## src/rtl/mdet_pkg.sv

```systemverilog
package mdet_pkg;
  localparam int AXES = 3;

  typedef enum logic {
    PH_SEEK_REST   = 1'b0,
    PH_SEEK_MOTION = 1'b1
  } link_phase_e;
endpackage

```

## src/rtl/mdet_axis_cmp.sv

```systemverilog
module mdet_axis_cmp
  import mdet_pkg::*;
#(
  parameter int SAMPLE_W  = 16,
  parameter int THR_W     = 8,
  parameter int THR_SHIFT = 4
) (
  input  logic [AXES*SAMPLE_W-1:0] smp_flat,
  input  logic [THR_W-1:0]         mot_thr,
  input  logic [THR_W-1:0]         rest_thr,
  input  logic [THR_W-1:0]         ff_thr,
  output logic [AXES-1:0]          above_mot,
  output logic [AXES-1:0]          below_rest,
  output logic [AXES-1:0]          below_ff
);
  localparam int SCL_W = THR_W + THR_SHIFT;
  localparam int CMP_W = (SAMPLE_W > SCL_W) ? SAMPLE_W : SCL_W;

  logic [CMP_W-1:0] mot_lim, rest_lim, ff_lim;
  assign mot_lim  = CMP_W'(mot_thr)  << THR_SHIFT;
  assign rest_lim = CMP_W'(rest_thr) << THR_SHIFT;
  assign ff_lim   = CMP_W'(ff_thr)   << THR_SHIFT;

  for (genvar a = 0; a < AXES; a++) begin : g_axis
    logic [SAMPLE_W-1:0] raw;
    logic [SAMPLE_W-1:0] mag;
    logic [CMP_W-1:0]    mag_w;
    assign raw   = smp_flat[a*SAMPLE_W +: SAMPLE_W];
    // two's complement magnitude; the most negative code maps to 2^(W-1)
    assign mag   = raw[SAMPLE_W-1] ? SAMPLE_W'(~raw + 1'b1) : raw;
    assign mag_w = CMP_W'(mag);
    assign above_mot[a]  = mag_w >  mot_lim;
    assign below_rest[a] = mag_w <  rest_lim;
    assign below_ff[a]   = mag_w <  ff_lim;
  end
endmodule

```

## src/rtl/mdet_hold_qual.sv

```systemverilog
module mdet_hold_qual #(
  parameter int CNT_W = 8
) (
  input  logic             clk,
  input  logic             rst_n,
  input  logic             smp_valid,
  input  logic             smp_ok,
  input  logic             restart,
  input  logic             tick,
  input  logic [CNT_W-1:0] limit,
  input  logic             allow,
  output logic             fire_now,
  output logic             fire_o
);
  logic             quiet_q;
  logic             done_q;
  logic [CNT_W-1:0] cnt_q;

  assign fire_now = quiet_q && !done_q && (cnt_q >= limit) && allow;

  always_ff @(posedge clk) begin
    if (!rst_n) begin
      quiet_q <= 1'b0;
      done_q  <= 1'b0;
      cnt_q   <= '0;
      fire_o  <= 1'b0;
    end else begin
      fire_o <= fire_now;
      if (restart || (smp_valid && !smp_ok)) begin
        quiet_q <= 1'b0;
        done_q  <= 1'b0;
        cnt_q   <= '0;
      end else if (smp_valid && !quiet_q) begin
        quiet_q <= 1'b1;
        done_q  <= 1'b0;
        cnt_q   <= '0;
      end else begin
        if (quiet_q && tick && (cnt_q != '1)) cnt_q <= cnt_q + 1'b1;
        if (fire_now) done_q <= 1'b1;
      end
    end
  end

  assert_single_pulse_R4: assert property (@(posedge clk) disable iff (!rst_n)
    fire_o |=> !fire_o);

  assert_fire_in_episode_R4: assert property (@(posedge clk) disable iff (!rst_n)
    fire_o |-> $past(quiet_q));

  assert_break_clears_R5: assert property (@(posedge clk) disable iff (!rst_n)
    (smp_valid && !smp_ok) |=> (!quiet_q && cnt_q == '0));
endmodule

```

## src/rtl/motion_event_detector.sv

```systemverilog
module motion_event_detector
  import mdet_pkg::*;
#(
  parameter int SAMPLE_W  = 16,
  parameter int THR_W     = 8,
  parameter int THR_SHIFT = 4,
  parameter int ITIME_W   = 8,
  parameter int FTIME_W   = 8
) (
  input  logic                clk,
  input  logic                rst_n,
  input  logic                smp_valid,
  output logic                smp_ready,
  input  logic [SAMPLE_W-1:0] smp_x,
  input  logic [SAMPLE_W-1:0] smp_y,
  input  logic [SAMPLE_W-1:0] smp_z,
  input  logic [2:0]          mot_axes,
  input  logic [2:0]          rest_axes,
  input  logic [THR_W-1:0]    mot_thr,
  input  logic [THR_W-1:0]    rest_thr,
  input  logic [ITIME_W-1:0]  rest_secs,
  input  logic [THR_W-1:0]    ff_thr,
  input  logic [FTIME_W-1:0]  ff_time,
  input  logic                link_en,
  input  logic                auto_sleep_en,
  input  logic                sec_tick,
  input  logic                ff_tick,
  output logic                mot_evt,
  output logic                rest_evt,
  output logic                ff_evt,
  output logic                sleep_req
);
  logic [AXES*SAMPLE_W-1:0] smp_flat;
  logic [AXES-1:0]          above_mot, below_rest, below_ff;
  logic                     mot_hit, rest_ok, ff_ok;
  logic                     mot_allow, rest_allow, mot_now, rest_now;
  logic                     ff_now_unused;
  link_phase_e              phase_q;

  assign smp_ready = 1'b1;
  assign smp_flat  = {smp_z, smp_y, smp_x};

  mdet_axis_cmp #(
    .SAMPLE_W (SAMPLE_W),
    .THR_W    (THR_W),
    .THR_SHIFT(THR_SHIFT)
  ) cmp_i (
    .smp_flat  (smp_flat),
    .mot_thr   (mot_thr),
    .rest_thr  (rest_thr),
    .ff_thr    (ff_thr),
    .above_mot (above_mot),
    .below_rest(below_rest),
    .below_ff  (below_ff)
  );

  // motion: OR over selected axes; rest: AND over selected axes; free-fall: all axes
  assign mot_hit = |(above_mot & mot_axes);
  assign rest_ok = &(below_rest | ~rest_axes);
  assign ff_ok   = &below_ff;

  assign mot_allow  = !link_en || (phase_q == PH_SEEK_MOTION);
  assign rest_allow = !link_en || (phase_q == PH_SEEK_REST);
  assign mot_now    = smp_valid && mot_hit && mot_allow;

  mdet_hold_qual #(.CNT_W(ITIME_W)) rest_q_i (
    .clk      (clk),
    .rst_n    (rst_n),
    .smp_valid(smp_valid),
    .smp_ok   (rest_ok),
    .restart  (link_en && mot_now),
    .tick     (sec_tick),
    .limit    (rest_secs),
    .allow    (rest_allow),
    .fire_now (rest_now),
    .fire_o   (rest_evt)
  );

  mdet_hold_qual #(.CNT_W(FTIME_W)) ff_q_i (
    .clk      (clk),
    .rst_n    (rst_n),
    .smp_valid(smp_valid),
    .smp_ok   (ff_ok),
    .restart  (1'b0),
    .tick     (ff_tick),
    .limit    (ff_time),
    .allow    (1'b1),
    .fire_now (ff_now_unused),
    .fire_o   (ff_evt)
  );

  always_ff @(posedge clk) begin
    if (!rst_n) begin
      mot_evt <= 1'b0;
      phase_q <= PH_SEEK_REST;
    end else begin
      mot_evt <= mot_now;
      if (!link_en)      phase_q <= PH_SEEK_REST;
      else if (rest_now) phase_q <= PH_SEEK_MOTION;
      else if (mot_now)  phase_q <= PH_SEEK_REST;
    end
  end

  assign sleep_req = auto_sleep_en && link_en && (phase_q == PH_SEEK_MOTION);

  assert_mot_from_sample_R2: assert property (@(posedge clk) disable iff (!rst_n)
    mot_evt |-> $past(smp_valid));

  assert_link_holds_motion_R9: assert property (@(posedge clk) disable iff (!rst_n)
    (link_en && phase_q == PH_SEEK_REST) |=> !mot_evt);

  assert_sleep_on_rest_R10: assert property (@(posedge clk) disable iff (!rst_n)
    (rest_evt && link_en && $stable(link_en) && auto_sleep_en) |-> sleep_req);

  assert_wake_on_motion_R10: assert property (@(posedge clk) disable iff (!rst_n)
    (mot_evt && $stable(link_en)) |-> !sleep_req);
endmodule

```

## config.mk

```make
export PLATFORM = sky130hd
export DESIGN_NAME = motion_event_detector
export DESIGN_NICKNAME = d
export VERILOG_FILES = /design/src/rtl/mdet_pkg.sv /design/src/rtl/mdet_axis_cmp.sv /design/src/rtl/mdet_hold_qual.sv /design/src/rtl/motion_event_detector.sv
export SDC_FILE = /design/constraint.sdc
export NUM_CORES = 1
export LEC_CHECK = 0
export ABC_CLOCK_PERIOD_IN_PS = 7260
export BUFFER_PORTS_ARGS = -buffer_cell sky130_fd_sc_hd__buf_2
export CELL_PAD_IN_SITES_DETAIL_PLACEMENT = 0
export CELL_PAD_IN_SITES_GLOBAL_PLACEMENT = 1
export CORE_ASPECT_RATIO = 1.4
export CORE_MARGIN = 8
export CORE_UTILIZATION = 40
export CTS_CLUSTER_SIZE = 20
export DETAILED_ROUTE_END_ITERATION = 7
export GPL_TIMING_DRIVEN = 0
export PLACE_DENSITY = 0.91
export SLEW_MARGIN = 20
export SYNTH_ARGS = -nofsm -noshare
export SYNTH_HDL_FRONTEND = slang
export SYNTH_SLANG_ARGS = --single-unit
```

## constraint.sdc

```tcl
create_clock -name clk -period 7.26 [get_ports clk]
set_clock_uncertainty 0.05 [all_clocks]
set_input_delay 1.089 -clock clk [delete_from_list [all_inputs] [get_ports clk]]
set_output_delay 1.089 -clock clk [all_outputs]
set_load 0.1 [all_outputs]
```

# == Word-level counts from Yosys, hierarchy flattened ==
# Index checks and enable logic that the tools add are counted.
# word_totals
regBits,24
input_bits,101
out_inout_bits,5
elab_cells,78
# op_classes
add_sub_neg,5
magnitude_cmp,11
eq_ne,2
muxes,5
bitwise_logic,8
reduce_logical,37
# op_table
cell,n
16-bit by 12-bit less-than comparator with 1-bit output,6
16-bit by 1-bit adder with 16-bit output (second input constant),3
16-bit by 12-bit > comparator with 1-bit output,3
16-bit two-way mux,3
16-bit inverter,3
1-bit logical AND,18
8-bit by 1-bit adder with 8-bit output (second input constant),2
8-bit greater-or-equal comparator,2
8-bit inequality test (second input constant),2
3-bit OR reduction,3
1-bit logical NOT,7
3-bit AND reduction,2
2-bit OR reduction,2
3-bit bitwise AND,1
1-bit logical OR,3
3-bit inverter,1
3-bit bitwise OR,1
1-bit two-way mux,2
1-bit inverter,2
2-bit AND reduction,1
2-bit nonzero test,1

# == Longest topological paths before layout ==
# depth
word_depth,11
depth_mapped,13
mapped_depth_nobuf,13

# == Modules after synthesis ==
# A second synthesis with hierarchy kept.
# unflattened
hier_cells,511
hier_area_um2,4048.9
# modules_own_cells
mod,n_inst,cells_per_inst,area_per_inst_um2,seq_area_each_um2
mdet_axis_cmp,1,326,2454.9,0.0
mdet_hold_qual,2,83,724.4,220.2
motion_event_detector,1,19,145.1,40.0

# == Least setup slack after synthesis ==
# No wires, ideal clock.
# synth_path
path_kind,input -> register
startpoint,in smp_x[3]
endpoint,reg ff_q_i.cnt_q[0]
setup_time_ns,0.081
t_arrival_ns,4.603
required_ns,7.129
setup_slack_ns,2.526
stages,12
n_path_buf,0
cell_sequence,or4_1 -> or4_1 -> or4_1 -> o21ai_0 -> xnor2_1 -> ha_1 -> a22o_1 -> nor4_1 -> o221ai_1 -> a2111oi_2 -> a41oi_4 -> nor3_1
# synth_via
elab_chain_cells,8
# synth_rtl
item,line_no,rtl
from (decl),motion_event_detector.sv:14,"input logic [SAMPLE_W-1:0] smp_x,"
16-bit inverter,mdet_axis_cmp.sv:30,assign mag = raw[SAMPLE_W-1] ? SAMPLE_W'(~raw + 1'b1) : raw;
16-bit by 1-bit adder with 16-bit output,mdet_axis_cmp.sv:30,
16-bit two-way mux (*),mdet_axis_cmp.sv:30,
16-bit by 12-bit less-than comparator with 1-bit output (*),mdet_axis_cmp.sv:34,assign below_ff[a] = mag_w < ff_lim;
3-bit AND reduction (*),motion_event_detector.sv:60,assign ff_ok = &below_ff;
1-bit logical NOT (*),mdet_hold_qual.sv:29,if (restart || (smp_valid && !smp_ok)) begin
1-bit logical AND (*),mdet_hold_qual.sv:29,
3-bit OR reduction (no source line) (*),-,
to (signal assigned),mdet_hold_qual.sv:38,if (quiet_q && tick && (cnt_q != '1)) cnt_q <= cnt_q + 1'b1;
to (decl),mdet_hold_qual.sv:17,logic [CNT_W-1:0] cnt_q;
# Every way passes the cells marked *; elsewhere a longest branch is shown, timed or not.
# A chain may end at the register's enable or synchronous reset.

# == Worst setup path in the final report ==
# layout_path
startpoint,in smp_z[3]
endpoint,reg rest_q_i.cnt_q[6]
# layout_via
elab_chain_cells,11
elab_cells_between_ends,16
cone_classes,1 x add/sub; 2 x order compare; 1 x mux; 3 x bitwise; 9 x reduce/logical
# layout_rtl
item,line_no,rtl
from (decl),motion_event_detector.sv:16,"input logic [SAMPLE_W-1:0] smp_z,"
16-bit inverter,mdet_axis_cmp.sv:30,
16-bit by 1-bit adder with 16-bit output,mdet_axis_cmp.sv:30,
16-bit two-way mux (*),mdet_axis_cmp.sv:30,
16-bit by 12-bit > comparator with 1-bit output,mdet_axis_cmp.sv:32,assign above_mot[a] = mag_w > mot_lim;
3-bit bitwise AND,motion_event_detector.sv:58,assign mot_hit = |(above_mot & mot_axes);
3-bit OR reduction,motion_event_detector.sv:58,
1-bit logical AND (2 in series),motion_event_detector.sv:64,assign mot_now = smp_valid && mot_hit && mot_allow;
1-bit logical AND,motion_event_detector.sv:71,".restart (link_en && mot_now),"
1-bit logical OR (*),mdet_hold_qual.sv:29,
3-bit OR reduction (no source line) (*),-,
to (signal assigned),mdet_hold_qual.sv:38,
to (decl),mdet_hold_qual.sv:17,
# Marks and branches as above.

==> impl_summary.md <==
Status
The run finished with clean final reports.

Synthesis
The count of flip-flops with a built-in enable after synthesis is 0. The mux share of post-synthesis cell area is 0.5495%. The number of different library cells used by synthesis comes to 56. The cell area after technology mapping is 0.003643 sq mm. The primary flip-flop cell chosen by synthesis mapping is dfxtp_1. The post-synthesis share of cell area spent on full adders, half adders and majority gates is 28.85%. Dividing the synthesized area by the synthesized cell count gives 8.061 sq um.

The compound-gate portion of the synthesized area is 22.46%. The simple-gate area share of the yosys netlist is 20.40%. For this run, asynchronously set or reset flops after synthesis account for 0%.

The dominant combinational cell family by area after synthesis is adder cells. The synthesized design contains 24 register bits. The gate count after technology mapping is 452. The area share of xor/xnor cells in the synthesized design is 8.894%. The post-synth net total is 637. Yosys printed 0 warnings. The sequential element share of the synthesized area is 13.19%.

Worst setup path
The reg-to-reg startpoint is rest_q_i.cnt_q[0]$_SDFFE_PP0P_. The setup slack of the worst register-to-register path is 4790 ps. Data arrives at the worst endpoint at 5370 ps. STA classifies the critical path endpoint as a flop. The cell with the most instances on the worst path is o21ai_0.

The data required time of the worst path is 7390 ps. The most critical setup path has its startpoint at smp_z[3]. The critical path class is in2reg. On the worst path, the slowest cell contributes a delay of 710 ps. Traced cell by cell, the critical path runs through buf_2 > or4_1 > or3_1 > or2_2 > o21ai_0 > xnor2_1 > ha_1 > nand4_1 > nor2_1 > a211oi_1 > o21ai_0 > a2111oi_2 > a41oi_4 > nor3b_1. The element type at the critical path start is a primary input.

The worst register-to-register path ends at rest_q_i.done_q$_SDFFE_PP0P_. The timing endpoint of the critical path is rest_q_i.cnt_q[6]$_SDFFE_PP0P_. For this design, the slowest cell found on the critical path is a2111oi_2. The worst register-to-register path has a depth of 9. The maximum fanout along the worst path is 9.

Timing
Subtracting the final worst setup slack from the clock period gives 5235 ps. The worst path uses 72.11% of the clock period. The setup TNS after final layout is 0 ps. The final count of pins violating max slew came to 0. The final count of hold timing violations is 0.

Setup violations remaining at the end of the flow were counted as 0. Timing would allow up to 191.0 MHz. In this run the tightest slew margin relative to its limit is 34.82%.

The slew of the pin with the lowest slew margin is 967.5 ps. Setup repair after global routing left no endpoint under its margin.

Power
The final total power is 0.4679 mW. The design internal power is 0.2964 mW. The analysis attributes to net switching a power of 0.1715 mW. Power spread over the standard cell area amounts to 107.4 mW/mm^2.

Of the total power, combinational logic draws 46.2%. The analysis attributes to cell leakage a power of 2.056 nW. Per report_power, the sequential group accounts for 28.4% of the total.

The worst-case IR drop observed on VDD is 0.1250 mV. The fraction of power consumed by the clock network is 25.4%. In this run switching power makes up 36.65% of total power.

Global routing
The pin count of the biggest net entering global routing is 13. The final global-route overflow total is 0. The via count of the first global-routing pass came to 3,869. The first global-routing pass estimated 17,670 microns of wire. Global routing used 16.71% of the available tracks.

The number of antenna violations at the first check in global routing came to 0.

Hold path
The worst hold path passes through 2 cells. The type of the most critical hold path is reg2reg.

Die
Pin placement for this block handled 106 I/O pins. The total area inside the core boundary comes to 0.008926 sq mm. The number of standard-cell rows in the floorplan is 41. The floorplan step set the die height to 128.9 microns. For this configuration, the core starts out at a cell density of 40.82%.

The die covers 0.01246 sq mm. The horizontal die dimension is 96.66 microns.

CTS
The TritonCTS buffer count is 3. Counting every sink on the clock net gives 24. In this run, post-CTS repair resized a total of 0 instances.

The post-CTS setup repair buffer count is 0. The clock passes through at most 2 buffers. In this run the number of H-tree levels came out at 1. The master cell of the clock root buffer is clkbuf_16.

After clock tree synthesis, the flow added hold-fix buffers numbering 0. The post-CTS clock slew at the launch and capture registers of the worst setup and hold paths is 60 ps. The insertion delay of the later-clocked pin in the worst-skew pair is 260 ps. TritonCTS built the clock tree.

Cells and area
The area taken by multi-input logic gates is 0.002960 sq mm. Of the cells placed in the final design, the portion with a size suffix greater than 1 is 20.86%. The final-layout fill cell count is 906.

The sequential cells in the finished layout cover a total of 480.5 sq um. The number of antenna cells inserted is 0. The synthesis-to-layout area growth is 19.61%. Once layout is complete, the utilization of the core stands at 48.82%. Once layout is done, the placed cells without fillers occupy 0.004358 sq mm. The final net count is 743.

Routing
The number of vias per cell is 5.697. The wire length after detailed routing is 10,840 microns. After detailed routing, the average wire length per cell comes to 16.35 microns. The residual DRC count is 0.

In this run, the number of DRC markers left after iteration 0 of detailed routing was 134. The number of detailed-routing iterations run before antenna repair is 4. The count of nets left with antenna violations after detail routing is 0. The routed via count is 3,777.

Placement
The number of buffer cells added on primary ports is 101. The detailed placer's ending HPWL is 9494 microns. After detailed placement, the total cell area comes to 0.004283 sq mm. At the end of routability-driven placement, the weighted congestion stood at 0.9153.

Run
The tool flagged a number of max-cap violations equal to 0.
## cell usage after synthesis, types with 3 or more instances
| cell | n | area [sq um] |
|---|---|---|
| inv_1 | 47 | 176.4 |
| nor4_1 | 6 | 37.54 |
| a21boi_0 | 3 | 22.52 |
| o41ai_1 | 4 | 35.03 |
| nor2b_1 | 6 | 37.54 |
| dfxtp_1 | 24 | 480.5 |
| o21ai_0 | 29 | 145.1 |
| a2111oi_0 | 5 | 43.79 |
| nand3_1 | 8 | 40.04 |
| xor2_1 | 10 | 87.58 |
| a21oi_1 | 19 | 95.09 |
| ha_1 | 84 | 1051 |
| and3_1 | 6 | 37.54 |
| nor2_1 | 23 | 86.33 |
| xnor2_1 | 27 | 236.5 |
| nor3_1 | 11 | 55.05 |
| a211oi_1 | 6 | 45.04 |
| nand4_1 | 21 | 131.4 |
| clkbuf_1 | 3 | 11.26 |
| o211ai_1 | 8 | 60.06 |
| a31oi_1 | 4 | 25.02 |
| or4_1 | 9 | 67.56 |
| nand2b_1 | 3 | 18.77 |
| a21o_1 | 5 | 37.54 |
| nand2_1 | 32 | 120.1 |
| o31ai_1 | 7 | 52.55 |
## layout make-up
class                      count  share of cell area (%)
multi-input combinational    375                   67.93
timing repair buffer         101                   11.60
sequential                    24                   11.02
inverter                      48                   4.134
tap                          107                   3.072
clock buffer                   3                   1.723
buffer                         5                  0.5168
## per-stage QoR
stage / std cells / worst slack [ps] / hold slack [ps]
2_1_floorplan: 452 / 2526 / 414.3
3_3_place_gp: 660 / 1878 / 427.5
3_5_place_dp: 660 / 1843 / 430.4
4_1_cts: 663 / 2106 / 441.3
5_1_grt: 663 / 1852 / 504.3
6_report: 663 / 2025 / 448.6
## metal layers
layer	up-vias	part of all wire, %	GRT usage [%]
met5	-	0	0
met4	0	4.1	8.447
met3	29	4.7	2.949
met2	117	51	31.39
met1	1714	41	17.38
li1	1917	-	-
## kinds of logic (layout without fill, tap and decap cells)
kind of cell | count (synthesis) | in the layout
compound gates | 113 | 113
xor+xnor | 37 | 37
fa+ha+maj | 84 | 84
buf+inv | 53 | 157
flops | 24 | 24
mux | 2 | 2
other cells | 1 | 1
simple gates | 138 | 138
## how the worst min path moves through the flow
| stage | end | start | slack, ps |
|---|---|---|---|
| floorplan | ff_q_i.done_q$_SDFFE_PP0P_ | ff_q_i.done_q$_SDFFE_PP0P_ | 410 |
| global placement | ff_q_i.done_q$_SDFFE_PP0P_ | ff_q_i.done_q$_SDFFE_PP0P_ | 430 |
| detailed placement | ff_q_i.done_q$_SDFFE_PP0P_ | ff_q_i.done_q$_SDFFE_PP0P_ | 430 |
| CTS | ff_q_i.done_q$_SDFFE_PP0P_ | ff_q_i.done_q$_SDFFE_PP0P_ | 440 |
| global route | ff_q_i.quiet_q$_SDFFE_PP0P_ | ff_q_i.quiet_q$_SDFFE_PP0P_ | 500 |
| finish | ff_q_i.done_q$_SDFFE_PP0P_ | ff_q_i.done_q$_SDFFE_PP0P_ | 450 |
## registers in the layout, summed over array words and instances (netlist names)
register          flops
ff_q_i.cnt_q          8
mot_evt               1
ff_q_i.done_q         1
phase_q               1
ff_q_i.quiet_q        1
rest_q_i.cnt_q        8
ff_q_i.fire_o         1
rest_q_i.fire_o       1
rest_q_i.quiet_q      1
rest_q_i.done_q       1
## worst max-delay path, delay by kind of cell
| kind | cells | cell delay (ps) |
|---|---|---|
| compound gates | 5 | 1670 |
| fa+ha+maj | 1 | 350 |
| simple gates | 6 | 1850 |
| buf+inv | 1 | 100 |
| xor+xnor | 1 | 300 |
## power by group through the flow
stage | sequential [mW] | clock (mW) | combinational (mW)
floorplan | 0.137 | 0 | 0.136
global placement | 0.136 | 0 | 0.205
detailed placement | 0.136 | 0 | 0.215
CTS | 0.133 | 0.121 | 0.216
global route | 0.133 | 0.124 | 0.245
finish | 0.133 | 0.119 | 0.216
## layout by cell type (no fill, tap or decap), types with 5 or more instances in the layout
cell type,count
a21oi_1,19
nand2_1,32
buf_2,101
o21ai_0,29
a211oi_1,6
and3_1,6
o211ai_1,8
nor2_1,23
nor4_1,6
o31ai_1,7
xor2_1,10
inv_1,47
nand4_1,21
dfxtp_1,24
xnor2_1,27
nand3_1,8
nor3_1,11
ha_1,84
a2111oi_0,5
a21o_1,5
or4_1,9
nor2b_1,6
Power figures use the tool's default switching activity.
